## src/rtl/bsw_pkg.sv

```systemverilog
`timescale 1ns/1ps
package bsw_pkg;
  localparam int unsigned QUAL_W_DEF = 14;
  localparam int unsigned REL_W_DEF  = 30;

  typedef enum logic [1:0] {
    ST_FREE = 2'd0,
    ST_LOW  = 2'd1,
    ST_HIGH = 2'd2,
    ST_POST = 2'd3
  } bus_st_e;
endpackage

```

## src/rtl/bsw_cond_flag.sv

```systemverilog
`timescale 1ns/1ps
module bsw_cond_flag (
  input  logic clk_i,
  input  logic rst_ni,
  input  logic en_i,
  input  logic scl_i,
  input  logic set_i,
  input  logic kill_i,
  input  logic met_i,
  output logic pend_o,
  output logic conf_o
);
  assign conf_o = en_i && pend_o && met_i;

  always_ff @(posedge clk_i or negedge rst_ni) begin
    if (!rst_ni) begin
      pend_o <= 1'b0;
    end else if (set_i) begin
      pend_o <= 1'b1;
    end else if (!en_i || !scl_i || conf_o || kill_i) begin
      pend_o <= 1'b0;
    end
  end

  // a confirmation is followed by a cycle without one
  a_r2_conf_single: assert property (@(posedge clk_i) disable iff (!rst_ni)
    conf_o |=> !conf_o);
endmodule

```

## src/rtl/bsw_cond_qual.sv

```systemverilog
`timescale 1ns/1ps
module bsw_cond_qual #(
  parameter int unsigned QW = 14
) (
  input  logic          clk_i,
  input  logic          rst_ni,
  input  logic          en_i,
  input  logic          scl_i,
  input  logic          sda_i,
  input  logic [QW-1:0] hold_i,
  output logic          start_o,
  output logic          stop_o,
  output logic          line_idle_o
);
  localparam int unsigned NKIND = 2;

  logic          scl_q, sda_q;
  logic [QW-1:0] qcnt_q;
  logic [NKIND-1:0] cand, pend, conf;
  logic          met;

  function automatic logic [QW-1:0] qual_next(input logic [QW-1:0] cnt,
                                              input logic clr, input logic run);
    if (clr) return '0;
    if (run && (cnt != {QW{1'b1}})) return cnt + QW'(1);
    return cnt;
  endfunction

  function automatic logic hold_met(input logic [QW-1:0] cnt, input logic [QW-1:0] hold);
    return cnt >= hold;
  endfunction

  always_ff @(posedge clk_i or negedge rst_ni) begin
    if (!rst_ni) begin
      scl_q <= 1'b1;
      sda_q <= 1'b1;
    end else begin
      scl_q <= scl_i;
      sda_q <= sda_i;
    end
  end

  // index 0: start (data falls), index 1: stop (data rises)
  assign cand[0] = en_i && scl_q && scl_i && sda_q && !sda_i;
  assign cand[1] = en_i && scl_q && scl_i && !sda_q && sda_i;
  assign met     = hold_met(qcnt_q, hold_i);

  for (genvar k = 0; k < NKIND; k++) begin : g_kind
    bsw_cond_flag u_flag (
      .clk_i  (clk_i),
      .rst_ni (rst_ni),
      .en_i   (en_i),
      .scl_i  (scl_i),
      .set_i  (cand[k]),
      .kill_i (cand[NKIND-1-k]),
      .met_i  (met),
      .pend_o (pend[k]),
      .conf_o (conf[k])
    );
  end

  always_ff @(posedge clk_i or negedge rst_ni) begin
    if (!rst_ni) qcnt_q <= '0;
    else         qcnt_q <= qual_next(qcnt_q, |cand, |pend);
  end

  assign start_o     = conf[0];
  assign stop_o      = conf[1];
  assign line_idle_o = scl_i && (sda_i == sda_q);

  // the two qualified events never coincide
  a_r4_exclusive: assert property (@(posedge clk_i) disable iff (!rst_ni)
    !(start_o && stop_o));
  // at most one condition is pending at a time
  a_r4_one_pending: assert property (@(posedge clk_i) disable iff (!rst_ni)
    $countones(pend) <= 1);
endmodule

```

## src/rtl/bsw_release_cnt.sv

```systemverilog
`timescale 1ns/1ps
module bsw_release_cnt #(
  parameter int unsigned RW = 30
) (
  input  logic          clk_i,
  input  logic          rst_ni,
  input  logic          load_i,
  input  logic          dec_i,
  input  logic [RW-1:0] reload_i,
  output logic          at_one_o
);
  logic [RW-1:0] cnt_q;

  function automatic logic [RW-1:0] count_next(input logic [RW-1:0] cnt,
                                               input logic ld, input logic dn,
                                               input logic [RW-1:0] val);
    if (ld) return val;
    if (dn && (cnt != '0)) return cnt - RW'(1);
    return cnt;
  endfunction

  always_ff @(posedge clk_i or negedge rst_ni) begin
    if (!rst_ni) cnt_q <= '0;
    else         cnt_q <= count_next(cnt_q, load_i, dec_i, reload_i);
  end

  assign at_one_o = (cnt_q == RW'(1));

  // the countdown rests at zero and never wraps
  a_r6_no_wrap: assert property (@(posedge clk_i) disable iff (!rst_ni)
    (cnt_q == '0 && !load_i) |=> (cnt_q == '0));
  // at one, a decrement lands on zero
  a_r6_one_to_zero: assert property (@(posedge clk_i) disable iff (!rst_ni)
    (at_one_o && dec_i && !load_i) |=> (cnt_q == '0));
endmodule

```

## src/rtl/bsw_tracker.sv

```systemverilog
`timescale 1ns/1ps
module bsw_tracker import bsw_pkg::*; (
  input  logic clk_i,
  input  logic rst_ni,
  input  logic en_i,
  input  logic mc_i,
  input  logic scl_i,
  input  logic sda_i,
  input  logic line_idle_i,
  input  logic stop_conf_i,
  input  logic rel_at_one_i,
  input  logic idle_to_en_i,
  input  logic tgt_idle_i,
  output logic rel_load_o,
  output logic rel_dec_o,
  output logic bus_free_o,
  output logic bus_busy_o,
  output logic active_to_o,
  output logic inactive_to_o
);
  bus_st_e st_q, st_d;
  logic    en_q, en_rise, act_q, act_d, inact_det, any_low;

  assign en_rise = en_i && !en_q;
  assign any_low = !scl_i || !sda_i;

  always_comb begin
    st_d = st_q;
    if (!en_i) begin
      st_d = ST_FREE;
    end else if (en_rise) begin
      st_d = mc_i ? ST_HIGH : ST_FREE;
    end else begin
      case (st_q)
        ST_FREE: if (any_low) st_d = ST_LOW;
        ST_LOW: begin
          if (stop_conf_i)  st_d = ST_POST;
          else if (scl_i)   st_d = ST_HIGH;
        end
        ST_HIGH: begin
          if (stop_conf_i)        st_d = ST_POST;
          else if (!line_idle_i)  st_d = ST_LOW;
          else if (rel_at_one_i)  st_d = ST_FREE;
        end
        ST_POST: begin
          if (any_low)            st_d = ST_LOW;
          else if (rel_at_one_i)  st_d = ST_FREE;
        end
        default: st_d = ST_FREE;
      endcase
    end
  end

  always_ff @(posedge clk_i or negedge rst_ni) begin
    if (!rst_ni) begin
      st_q  <= ST_FREE;
      en_q  <= 1'b0;
      act_q <= 1'b0;
    end else begin
      st_q  <= st_d;
      en_q  <= en_i;
      act_q <= act_d;
    end
  end

  assign rel_load_o = en_rise || (en_i && (st_d != st_q));
  assign rel_dec_o  = en_i && !en_rise &&
                      (((st_q == ST_HIGH) && line_idle_i) ||
                       ((st_q == ST_POST) && scl_i && sda_i) ||
                       ((st_q == ST_LOW) && !scl_i));

  assign act_d         = en_i && !en_rise && (st_q == ST_LOW) && !scl_i && rel_at_one_i;
  assign active_to_o   = act_d && !act_q;
  assign inact_det     = en_i && !en_rise && (st_q == ST_HIGH) && line_idle_i &&
                         rel_at_one_i && idle_to_en_i;
  assign inactive_to_o = inact_det && !tgt_idle_i;

  assign bus_free_o = mc_i ? (st_q == ST_FREE) : 1'b1;
  assign bus_busy_o = (st_q != ST_POST);

  // disabling forces the free state
  a_r1_off_free: assert property (@(posedge clk_i) disable iff (!rst_ni)
    !en_i |=> (st_q == ST_FREE));
  // multi-controller enable starts busy-high
  a_r8_mc_rise: assert property (@(posedge clk_i) disable iff (!rst_ni)
    (en_rise && mc_i) |=> (st_q == ST_HIGH));
  // a confirmed stop from a busy clock state drops the busy flag
  a_r7_stop_post: assert property (@(posedge clk_i) disable iff (!rst_ni)
    (en_i && !en_rise && stop_conf_i && (st_q == ST_LOW || st_q == ST_HIGH))
      |=> !bus_busy_o);
  // the stuck-low event lasts one cycle
  a_r10_act_single: assert property (@(posedge clk_i) disable iff (!rst_ni)
    active_to_o |=> !active_to_o);
endmodule

```

## src/rtl/bus_state_watch.sv

```systemverilog
`timescale 1ns/1ps
module bus_state_watch import bsw_pkg::*; #(
  parameter int unsigned QUAL_W = QUAL_W_DEF,
  parameter int unsigned REL_W  = REL_W_DEF
) (
  input  logic              clk_i,
  input  logic              rst_ni,
  input  logic              ctl_en_i,
  input  logic              tgt_en_i,
  input  logic              mc_en_i,
  input  logic [QUAL_W-1:0] hold_cycles_i,
  input  logic [REL_W-1:0]  release_cycles_i,
  input  logic              idle_to_en_i,
  input  logic              tgt_idle_i,
  input  logic              scl_i,
  input  logic              sda_i,
  output logic              start_o,
  output logic              stop_o,
  output logic              bus_free_o,
  output logic              bus_busy_o,
  output logic              active_to_o,
  output logic              inactive_to_o
);
  logic watch_en, line_idle, rel_load, rel_dec, rel_at_one;

  assign watch_en = ctl_en_i | tgt_en_i | mc_en_i;

  bsw_cond_qual #(.QW(QUAL_W)) u_qual (
    .clk_i       (clk_i),
    .rst_ni      (rst_ni),
    .en_i        (watch_en),
    .scl_i       (scl_i),
    .sda_i       (sda_i),
    .hold_i      (hold_cycles_i),
    .start_o     (start_o),
    .stop_o      (stop_o),
    .line_idle_o (line_idle)
  );

  bsw_release_cnt #(.RW(REL_W)) u_rel (
    .clk_i    (clk_i),
    .rst_ni   (rst_ni),
    .load_i   (rel_load),
    .dec_i    (rel_dec),
    .reload_i (release_cycles_i),
    .at_one_o (rel_at_one)
  );

  bsw_tracker u_trk (
    .clk_i         (clk_i),
    .rst_ni        (rst_ni),
    .en_i          (watch_en),
    .mc_i          (mc_en_i),
    .scl_i         (scl_i),
    .sda_i         (sda_i),
    .line_idle_i   (line_idle),
    .stop_conf_i   (stop_o),
    .rel_at_one_i  (rel_at_one),
    .idle_to_en_i  (idle_to_en_i),
    .tgt_idle_i    (tgt_idle_i),
    .rel_load_o    (rel_load),
    .rel_dec_o     (rel_dec),
    .bus_free_o    (bus_free_o),
    .bus_busy_o    (bus_busy_o),
    .active_to_o   (active_to_o),
    .inactive_to_o (inactive_to_o)
  );

  // nothing is qualified while the monitor is off
  a_r1_off_quiet: assert property (@(posedge clk_i) disable iff (!rst_ni)
    !watch_en |-> (!start_o && !stop_o));
endmodule

```

## config.mk

```make
export PLATFORM = sky130hd
export DESIGN_NAME = bus_state_watch
export DESIGN_NICKNAME = d
export VERILOG_FILES = /design/src/rtl/bsw_pkg.sv /design/src/rtl/bsw_cond_flag.sv /design/src/rtl/bsw_cond_qual.sv /design/src/rtl/bsw_release_cnt.sv /design/src/rtl/bsw_tracker.sv /design/src/rtl/bus_state_watch.sv
export SDC_FILE = /design/constraint.sdc
export NUM_CORES = 1
export LEC_CHECK = 0
export BUFFER_PORTS_ARGS = -buffer_cell sky130_fd_sc_hd__buf_2
export CAP_MARGIN = 20
export CORE_MARGIN = 2
export CORE_UTILIZATION = 57
export DETAILED_ROUTE_END_ITERATION = 10
export PLACE_DENSITY = 0.81
export SYNTH_ARGS = -nofsm -noshare
export SYNTH_HDL_FRONTEND = slang
export SYNTH_SLANG_ARGS = --single-unit
```

## constraint.sdc

```tcl
create_clock -name clk_i -period 3 [get_ports clk_i]
set_input_delay 0.6 -clock clk_i [delete_from_list [all_inputs] [get_ports clk_i]]
set_output_delay 0.6 -clock clk_i [all_outputs]
set_load 0.1 [all_outputs]
```

# After elaboration in Yosys (flattened, before gate mapping)
# Cells that the tools add are included.
[word_totals]
latch_bits = 0
mem_count = 0
ff_bits = 52
output_inout_bits = 6
mem_bits_rw = 0
in_bits = 53
elab_cells = 107
rom_bits = 0
[op_classes]
shift = 0
bitwise = 2
n_eq_ne = 8
addsub = 2
muxes = 30
magnitude_cmp = 1
mul = 0
n_reduce_logical = 55
n_div = 0
[op_table]
columns = ["cell", "count"]
rows = [
  ["30-bit 2-to-1 mux", 4],
  ["14-bit 2-to-1 mux", 4],
  ["30-bit by 1-bit == test with 1-bit output (second input constant)", 1],
  ["1-bit logical AND", 30],
  ["30-bit nonzero test", 1],
  ["30-bit by 1-bit subtractor with 30-bit output (second input constant)", 1],
  ["2-bit 2-to-1 mux", 10],
  ["14-bit by 1-bit adder with 14-bit output (second input constant)", 1],
  ["14-bit >= comparator", 1],
  ["14-bit inequality test (second input constant)", 1],
  ["1-bit 2-to-1 mux", 11],
  ["1-bit logical OR", 9],
  ["1-bit zero test", 8],
  ["2-bit one-hot mux with 4 select lines", 1],
  ["2-bit nonzero test", 4],
  ["2-bit == test (second input constant)", 2],
  ["2-bit OR reduction", 2],
  ["2-bit by 1-bit == test with 1-bit output (second input constant)", 1],
  ["2-bit zero test", 1],
  ["2-bit inequality test", 1],
  ["2-bit inequality test (second input constant)", 1],
  ["1-bit bitwise OR", 2],
  ["1-bit == test", 1],
]

# Logic depth before layout (Yosys ltp)
# Gate-level depths: netlist of run 1.
[logic_depth]
ltp_word = 15
depth_mapped = 11
mapped_depth_nobuf = 10

# Modules after synthesis
# A second synthesis of run 1 with hierarchy kept.
[hier_totals]
hier_cells = 406
area_unflattened_um2 = 3569.7
[by_module_without_submodules]
columns = ["module", "cells_each", "seq_area_each_um2", "area_per_inst_um2", "n_inst"]
rows = [
  ["bsw_release_cnt", 221, 750.7, 1919.3, 1],
  ["bsw_cond_qual", 132, 402.9, 1212.4, 1],
  ["bsw_tracker", 44, 100.1, 339.1, 1],
  ["bsw_cond_flag", 4, 25.0, 46.3, 2],
  ["bus_state_watch", 1, 0.0, 6.3, 1],
]

# Worst setup path after synthesis of run 1
# Ideal clock, no wire load.
[synth_timing]
path_kind = "reg-to-output"
startpoint = "reg u_rel.cnt_q[4]"
endpoint = "out active_to_o"
stages_incl_launch_ff = 6
n_path_buf = 0
required_ns = 2.400
setup_slack_ns = -2.128
arrival_ns = 4.528
path_cell_list = "dfrtp_1 or4_4 or3_4 nor4_2 nand3_1 nor4_1"
[synth_via]
elab_chain_cells = 3
[synth_lines]
columns = ["element", "line", "source"]
rows = [
  ["from (decl)", "bsw_release_cnt.sv:12", "logic [RW-1:0] cnt_q;"],
  ["from (signal assigned)", "bsw_release_cnt.sv:24", "else cnt_q <= count_next(cnt_q, load_i, dec_i, reload_i);"],
  ["30-bit by 1-bit == test with 1-bit output", "bsw_release_cnt.sv:27", "assign at_one_o = (cnt_q == RW'(1));"],
  ["1-bit logical AND", "bsw_tracker.sv:72", "assign act_d = en_i && !en_rise && (st_q == ST_LOW) && !scl_i && rel_at_one_i;"],
  ["1-bit logical AND", "bsw_tracker.sv:73", "assign active_to_o = act_d && !act_q;"],
  ["to (decl)", "bus_state_watch.sv:21", "output logic active_to_o,"],
]
# No other way between the ends.

# Final worst setup path of run 1
# Same ends and word-level chain as after synthesis.

==> flow_metrics.env, run 1 <==
export IMPL_wl_per_cell_um=15.93
export IMPL_cts_root_buf="clkbuf_8"
export IMPL_wirelength_mm=8.174
export IMPL_die_w_um=81.17
export IMPL_yosys_warnings=0
export IMPL_setup_viol=2
export IMPL_htree_levels=2
export IMPL_hold_viol=0
export IMPL_worstSetupEndpointType="output port"
export IMPL_grt_max_degree=26
export IMPL_rsz0062_at_grt="yes"
export IMPL_rows=28
export IMPL_timing_rr_end="u_rel.cnt_q[8]$_DFFE_PN0P_"
export IMPL_hold_path_class="in -> async"
export IMPL_grtUsageTotal=0.2538
export IMPL_combPwrFrac=0.311
export IMPL_cpPeakStageDelay_ns=0.54
export IMPL_cts_tree="built"
export IMPL_total_power_mw=2.184
export IMPL_syn2layout_area_growth_pct=22.52
export IMPL_start_util=0.5802
export IMPL_power_density_nw_per_um2=525.0
export IMPL_grt_pass1_wl_mm=13.00
export IMPL_slowest_stage="or4_4"
export IMPL_worst_path_max_fanout=3
export IMPL_slew_viol_final=0
export IMPL_antenna_cells_inserted=0
export IMPL_max_freq_ghz=0.3212
export IMPL_swShare=0.3375
export IMPL_drtIter0Drc=205
export IMPL_io_buffers=58
export IMPL_skew_ns=0.01127
export IMPL_synth_most_common_cell="dfrtp_1"
export IMPL_antenna_left=0
export IMPL_num_io_pins=59
export IMPL_avgSynthCellArea_um2=9.482
export IMPL_dr_pass1_iters=5
export IMPL_peakVddDrop_mv=0.3600
export IMPL_rr_worst_depth=9
export IMPL_clkTransAtPathRegs_ns=0.10
export IMPL_dp_hpwl_mm=5.857
export IMPL_slew_headroom=0.6504
export IMPL_path_cells="or4_4 > or3_4 > nor4_4 > nand3_2 > nor4_4 > buf_12"
export IMPL_maxCapViolCount=0
export IMPL_timing_final_crit_share=1.038
export IMPL_rr_startpoint="u_rel.cnt_q[4]$_DFFE_PN0P_"
export IMPL_syn_area_um2=3395
export IMPL_violations="setup timing"
export IMPL_p_sw_mw=0.7371
export IMPL_clk_latency_ns=0.31
export IMPL_p_seq_frac=0.444
export IMPL_synth_edff_count=0
export IMPL_run_status="complete, but fails checks"
export IMPL_crit_type="reg -> out"
export IMPL_pre_cts_slack_ns=-0.1488
export IMPL_synth_top_area_cell="dfrtp_1"
export IMPL_fp_coreArea_um2=5851
export IMPL_vias=2986
export IMPL_synthTopCellsByCount="dfrtp_1, nor2_1, nand2_1, xor2_1, inv_1"
export IMPL_cts_buffers=5
export IMPL_die_h_um=81.17
export IMPL_synth_seq_cells=52
export IMPL_synth_seq_area_share=0.3841
export IMPL_crit_top_cell="nor4_4"
export IMPL_antenna_found_initial=0
export IMPL_drive_gt1_frac=0.2900
export IMPL_p_leak_nw=1.889
export IMPL_cp_required_ns=2.40
export IMPL_gp_congestion=0.8816
export IMPL_fin_crit_ns=3.114
export IMPL_postSynthNetCount=429
export IMPL_ys_top_cells_by_area="dfrtp_1, xor2_1, ha_1"
export IMPL_critPathArrivalTime_ns=2.51
export IMPL_avgViaCountPerCell=5.821
export IMPL_ys_types=57
export IMPL_r2r_slack_ns=0.07
export IMPL_tightestPinTransition_ns=0.5239
export IMPL_p_int_mw=1.447
export IMPL_async_flop_share=1.000
export IMPL_drc=0
export IMPL_numClockSinks=52
export IMPL_clockPowerShare=0.245
export IMPL_grt_pass1_vias=2931
export IMPL_n_fill_cell=432
export IMPL_grt_overflow=0
export IMPL_fin_nets=508
export IMPL_die_area_um2=6589
export IMPL_cts_buffer_depth=2
export IMPL_synthCells=358
export IMPL_fin_ws_ns=-0.1137
export IMPL_synth_top_area_frac=0.3686
export IMPL_synth_ff_type="dfrtp_1"
export IMPL_crit_path_start_kind="flop"
timing repair:
item / in CTS / in global routing
setup endpoints to repair: 2 / 14
hold buffers: 0 / 0
setup buffers: 4 / 0
pin swaps: 1 / 1
resized for setup: 3 / 8
cell type report:
cell class                 instances  area, µm²  share of cell area
clock buffer                       7      96.34             0.02316
clock inverter                     1      30.03            0.007220
inverter                          21      78.83             0.01895
multi-input combinational        274       2039              0.4904
sequential                        52       1304              0.3135
tap                               75      93.84             0.02256
timing repair buffer              83      516.7              0.1242
worst max-delay path by stage:
stage,from,end,slack [ns],depth (start not counted)
6_report,u_rel.cnt_q[4]$_DFFE_PN0P_,active_to_o,-0.11,6
4_1_cts,u_rel.cnt_q[4]$_DFFE_PN0P_,active_to_o,-0.12,6
5_1_grt,u_rel.cnt_q[4]$_DFFE_PN0P_,active_to_o,-0.19,6
3_3_place_gp,hold_cycles_i[3],u_rel.cnt_q[22]$_DFFE_PN0P_,-0.08,13
2_1_floorplan,u_rel.cnt_q[4]$_DFFE_PN0P_,active_to_o,-0.35,5
3_5_place_dp,hold_cycles_i[5],u_rel.cnt_q[21]$_DFFE_PN0P_,-0.15,14
logic make-up after synthesis:
family | count (synthesis) | share of synthesized area
buffers and inverters | 32 | 0.03760
adder cells (fa/ha/maj) | 18 | 0.06635
XOR/XNOR | 39 | 0.1006
multiplexers | 30 | 0.1010
AO/OA/AOI/OAI | 42 | 0.08294
flip-flops | 52 | 0.3841
AND/OR/NAND/NOR | 145 | 0.2274
worst max-delay path, delay by kind of cell (launching register included):
kind	cells	cell delay, ns
flip-flops	1	0.40
buffers and inverters	1	0.21
AND/OR/NAND/NOR	5	1.60
flip-flops by register name (all words and copies together), names as in the netlist:
register,cells
u_rel.cnt_q,30
u_qual.qcnt_q,14
u_qual.g_kind.u_flag.pend_o,2
u_trk.st_q,2
u_qual.scl_q,1
u_qual.sda_q,1
u_trk.act_q,1
u_trk.en_q,1
layer usage:
layer / global-route usage / wire (µm) / up-vias
met5: 0 / 0 / -
met4: 0.08305 / 164 / 0
met3: 0.05111 / 376 / 23
met2: 0.4421 / 4230 / 95
met1: 0.3147 / 3402 / 1441
li1: - / - / 1427
power by group through the flow:
stage | combinational (mW) | sequential [mW] | clock (mW)
after floorplan | 0.463 | 0.945 | 0
after global placement | 0.603 | 0.969 | 0
after detailed placement | 0.629 | 0.977 | 0
after CTS | 0.657 | 0.965 | 0.545
after global routing | 0.742 | 0.987 | 0.572
final | 0.679 | 0.970 | 0.534
through the flow:
step                hold WS [ns]    util  cell area [µm²]  setup TNS, ns  instances
floorplan                 0.3044       -             3441         -8.062        358
global placement          0.5165  0.6769             3960         -1.327        501
detailed placement        0.5206  0.6769             3960         -3.020        501
CTS                       0.1738  0.7068             4135        -0.1439        513
global route              0.1829  0.7109             4159        -0.2868        513
finish                    0.1649  0.7109             4159        -0.1409        513
placed cells by master (no fill, tap or decap), types with 3 or more instances in the layout:
cell type / count
nor3_1: 14
buf_2: 54
nand2_1: 32
dfrtp_1: 50
clkbuf_8: 7
inv_1: 21
mux2_2: 12
o22ai_1: 3
xnor2_1: 13
nand3b_1: 4
nand4_1: 10
a21oi_1: 10
mux2_1: 14
and4_1: 4
xor2_1: 26
nand3_1: 7
or3_1: 4
o21ai_0: 6
a211o_1: 3
nor2_1: 36
nor4_1: 10
ha_1: 18
buf_4: 25
No activity file was read; power rests on OpenSTA's default activity.
==> run 2: changes to the inputs <==
--- a/config.mk
+++ b/config.mk
@@ -5,10 +5,11 @@
 export SDC_FILE = /design/constraint.sdc
 export NUM_CORES = 1
 export LEC_CHECK = 0
+export ABC_AREA = 1
 export BUFFER_PORTS_ARGS = -buffer_cell sky130_fd_sc_hd__buf_2
 export CAP_MARGIN = 20
 export CORE_MARGIN = 2
-export CORE_UTILIZATION = 57
+export CORE_UTILIZATION = 58
 export DETAILED_ROUTE_END_ITERATION = 10
 export PLACE_DENSITY = 0.81
 export SYNTH_ARGS = -nofsm -noshare
==> run 2 against run 1 <==
  * The run now ends clean
  * Combinational power grew to 2.6 times the previous value
  * Via count up 25%
  * First-iteration DRC count fell by 4.9%
  * Routed wire length grew 3.6%
  * Utilization decreased by 1.9 points
  * Setup slack improved by 0.31 ns
  * Final area increased by 6.2%
  * Worst hold slack better by 0.15 ns
  * Clock skew is 0.0038 ns lower
  * Sequential cell count stayed put
  * Clock power barely moved
  * Final cell count is 37% higher
==> flow_metrics.env, run 2 <==
export IMPL_largest_register="u_rel.cnt_q"
export IMPL_worst_path_max_fanout=5
export IMPL_final_cell_mix="nand2_1, inv_1, buf_2"
export IMPL_htree_levels=2
export IMPL_postSynthNetCount=636
export IMPL_yosys_warnings=0
export IMPL_grt_pass1_vias=3559
export IMPL_grt_util_met1=0.3137
export IMPL_final_common_cell="nand2_1"
export IMPL_antenna_cells_inserted=0
export IMPL_antenna_found_initial=0
export IMPL_critPathArrivalTime_ns=2.20
export IMPL_cts_tree="built"
export IMPL_rr_worst_depth=21
export IMPL_crit_path_start_kind="flop"
export IMPL_power_density_nw_per_um2=805.7
export IMPL_tightestPinTransition_ns=0.6541
export IMPL_hold_path_class="in -> async"
export IMPL_final_util=0.6916
export IMPL_top_usage_layer="met2"
export IMPL_n_fill_cell=539
export IMPL_drc=0
export IMPL_grt_use_met2=0.4212
export IMPL_start_util=0.6015
export IMPL_wirelength_mm=8.467
export IMPL_wl_per_cell_um=12.04
export IMPL_largest_reg_flops=30
export IMPL_ys_types=37
export IMPL_synth_seq_area_share=0.3394
export IMPL_multiInputGateArea_um2=2156
export IMPL_rsz0062_at_grt="no"
export IMPL_peakVddDrop_mv=0.5095
export IMPL_async_flop_share=1.000
export IMPL_io_buffers=58
export IMPL_avgViaCountPerCell=5.303
export IMPL_syn2layout_area_growth_pct=14.98
export IMPL_syn_area_um2=3841
export IMPL_maxCapViolCount=0
export IMPL_synth_most_common_cell="nand2_1"
export IMPL_cp_required_ns=2.40
export IMPL_setup_viol=0
export IMPL_die_w_um=85.38
export IMPL_avgSynthCellArea_um2=6.799
export IMPL_ys_top_cells_by_area="dfrtp_1, nand2_1, inv_1"
export IMPL_run_status="finished, final reports clean"
export IMPL_die_area_um2=7290
export IMPL_slew_headroom=0.5640
export IMPL_top_regs="u_rel.cnt_q: 30 flops, u_qual.qcnt_q: 14 flops"
export IMPL_rows=29
export IMPL_antenna_left=0
export IMPL_cts_buffer_depth=2
export IMPL_synthTopCellsByCount="nand2_1, inv_1, nor2_1, dfrtp_1, nand3_1"
export IMPL_drive_gt1_frac=0.1677
export IMPL_clk_latency_ns=0.31
export IMPL_hold_viol=0
export IMPL_fin_nets=696
export IMPL_cts_buffers=5
export IMPL_synth_top_area_frac=0.3257
export IMPL_grt_pass1_wl_mm=14.75
export IMPL_max_freq_ghz=0.3571
export IMPL_clkTransAtPathRegs_ns=0.09
export IMPL_synth_ff_type="dfrtp_1"
export IMPL_p_leak_nw=2.350
export IMPL_worstSetupEndpointType="output port"
export IMPL_register_area_um2=1304
export IMPL_vias=3728
export IMPL_drtIter0Drc=195
export IMPL_setup_tns_ns=0
export IMPL_gp_congestion=0.9064
export IMPL_timing_final_crit_share=0.9334
export IMPL_fin_crit_ns=2.800
export IMPL_grt_max_degree=32
export IMPL_die_h_um=85.38
export IMPL_dp_hpwl_mm=6.469
export IMPL_grt_overflow=0
export IMPL_numClockSinks=52
export IMPL_post_cts_buffers=0
export IMPL_cts_root_buf="clkbuf_8"
export IMPL_synth_top_area_cell="dfrtp_1"
export IMPL_dr_pass1_iters=4
export IMPL_slew_viol_final=0
export IMPL_fp_coreArea_um2=6386
export IMPL_synth_edff_count=0
export IMPL_crit_type="reg -> out"
export IMPL_use_met3=0.03210
export IMPL_synthCells=565
export IMPL_skew_ns=0.007487
export IMPL_synth_seq_cells=52
export IMPL_grtUsageTotal=0.2435
export IMPL_num_io_pins=59
[run 2: cell count changes in the layout (fill, tap and decap cells not counted), sizes merged, moves of 8 or more]
cell / change
nand3: +47
nor2: +24
inv: +62
buf: -15
nand2: +122
nor4: -8
o21ai: +41
xor2: -14
mux2: -28
xnor2: -10
a21oi: +12
[run 2: through the flow]
stage          setup WS [ns]  std cells  area (µm²)  total power, mW  hold WS [ns]
2_1_floorplan         0.1084        565        3854            2.611        0.3044
3_3_place_gp          0.1607        695        4282            2.904        0.4817
3_5_place_dp       -0.002703        695        4282            3.003        0.4903
4_1_cts               0.1915        703        4408            3.555        0.3339
5_1_grt              0.01689        703        4417            3.922        0.3576
6_report              0.1998        703        4417            3.559        0.3116
[run 2: critical path, stage by stage (launching register included)]
cell	delay, ns
dfrtp_1	0.45
ha_1	0.30
nand2_1	0.06
nor2_1	0.15
nand2_1	0.08
nor2_1	0.10
nand2_1	0.08
nand3_2	0.10
nand2_2	0.09
inv_1	0.07
buf_2	0.42
[run 2: cell families after synthesis]
group,Yosys count,synth area share
compound gates,82,0.1124
buf+inv,97,0.1049
simple gates,301,0.3505
flops,52,0.3394
xor+xnor,15,0.03420
fa+ha+maj,18,0.05863
[run 2: per-layer routing]
layer	routed length, µm	part of all wire
met3	344	0.041
met4	100	0.012
met1	3796	0.45
met2	4225	0.50
met5	0	0
[run 2: path summary, 6_finish.rpt]
check	from	endpoint	slack, ns
setup / recovery	u_qual.qcnt_q[12]$_DFFE_PN0P_	stop_o	0.20
hold reg to reg	u_trk.en_q$_DFF_PN0_	u_trk.st_q[1]$_DFF_PN0_	0.51
min in group clk_i	sda_i	u_qual.sda_q$_DFF_PN1_	0.43
hold / removal	rst_ni	u_trk.st_q[1]$_DFF_PN0_	0.31
setup reg to reg	u_qual.qcnt_q[12]$_DFFE_PN0P_	u_rel.cnt_q[17]$_DFFE_PN0P_	0.28
max in group asynchronous	rst_ni	u_qual.scl_q$_DFF_PN1_	2.06
[run 2: area by class of cell]
cell class              count  area share
clock buffers               7     0.02181
clock inverters             1    0.006799
inverters                  83     0.07054
multi-input cells         416      0.4881
flip-flops and latches     52      0.2952
well taps                  77     0.02181
repair buffers             67     0.09575
[run 2: where the power goes]
| group | internal [mW] | switching (mW) |
|---|---|---|
| sequential | 0.956 | 0.281 |
| combinational | 0.672 | 1.12 |
| clock | 0.295 | 0.237 |
| total | 1.92 | 1.64 |
[run 2: timing repair]
action	4_1_cts	5_1_grt
resized for setup	0	1
endpoints found under the setup margin	0	11
hold buffers	0	0
hold endpoints to repair	0	0
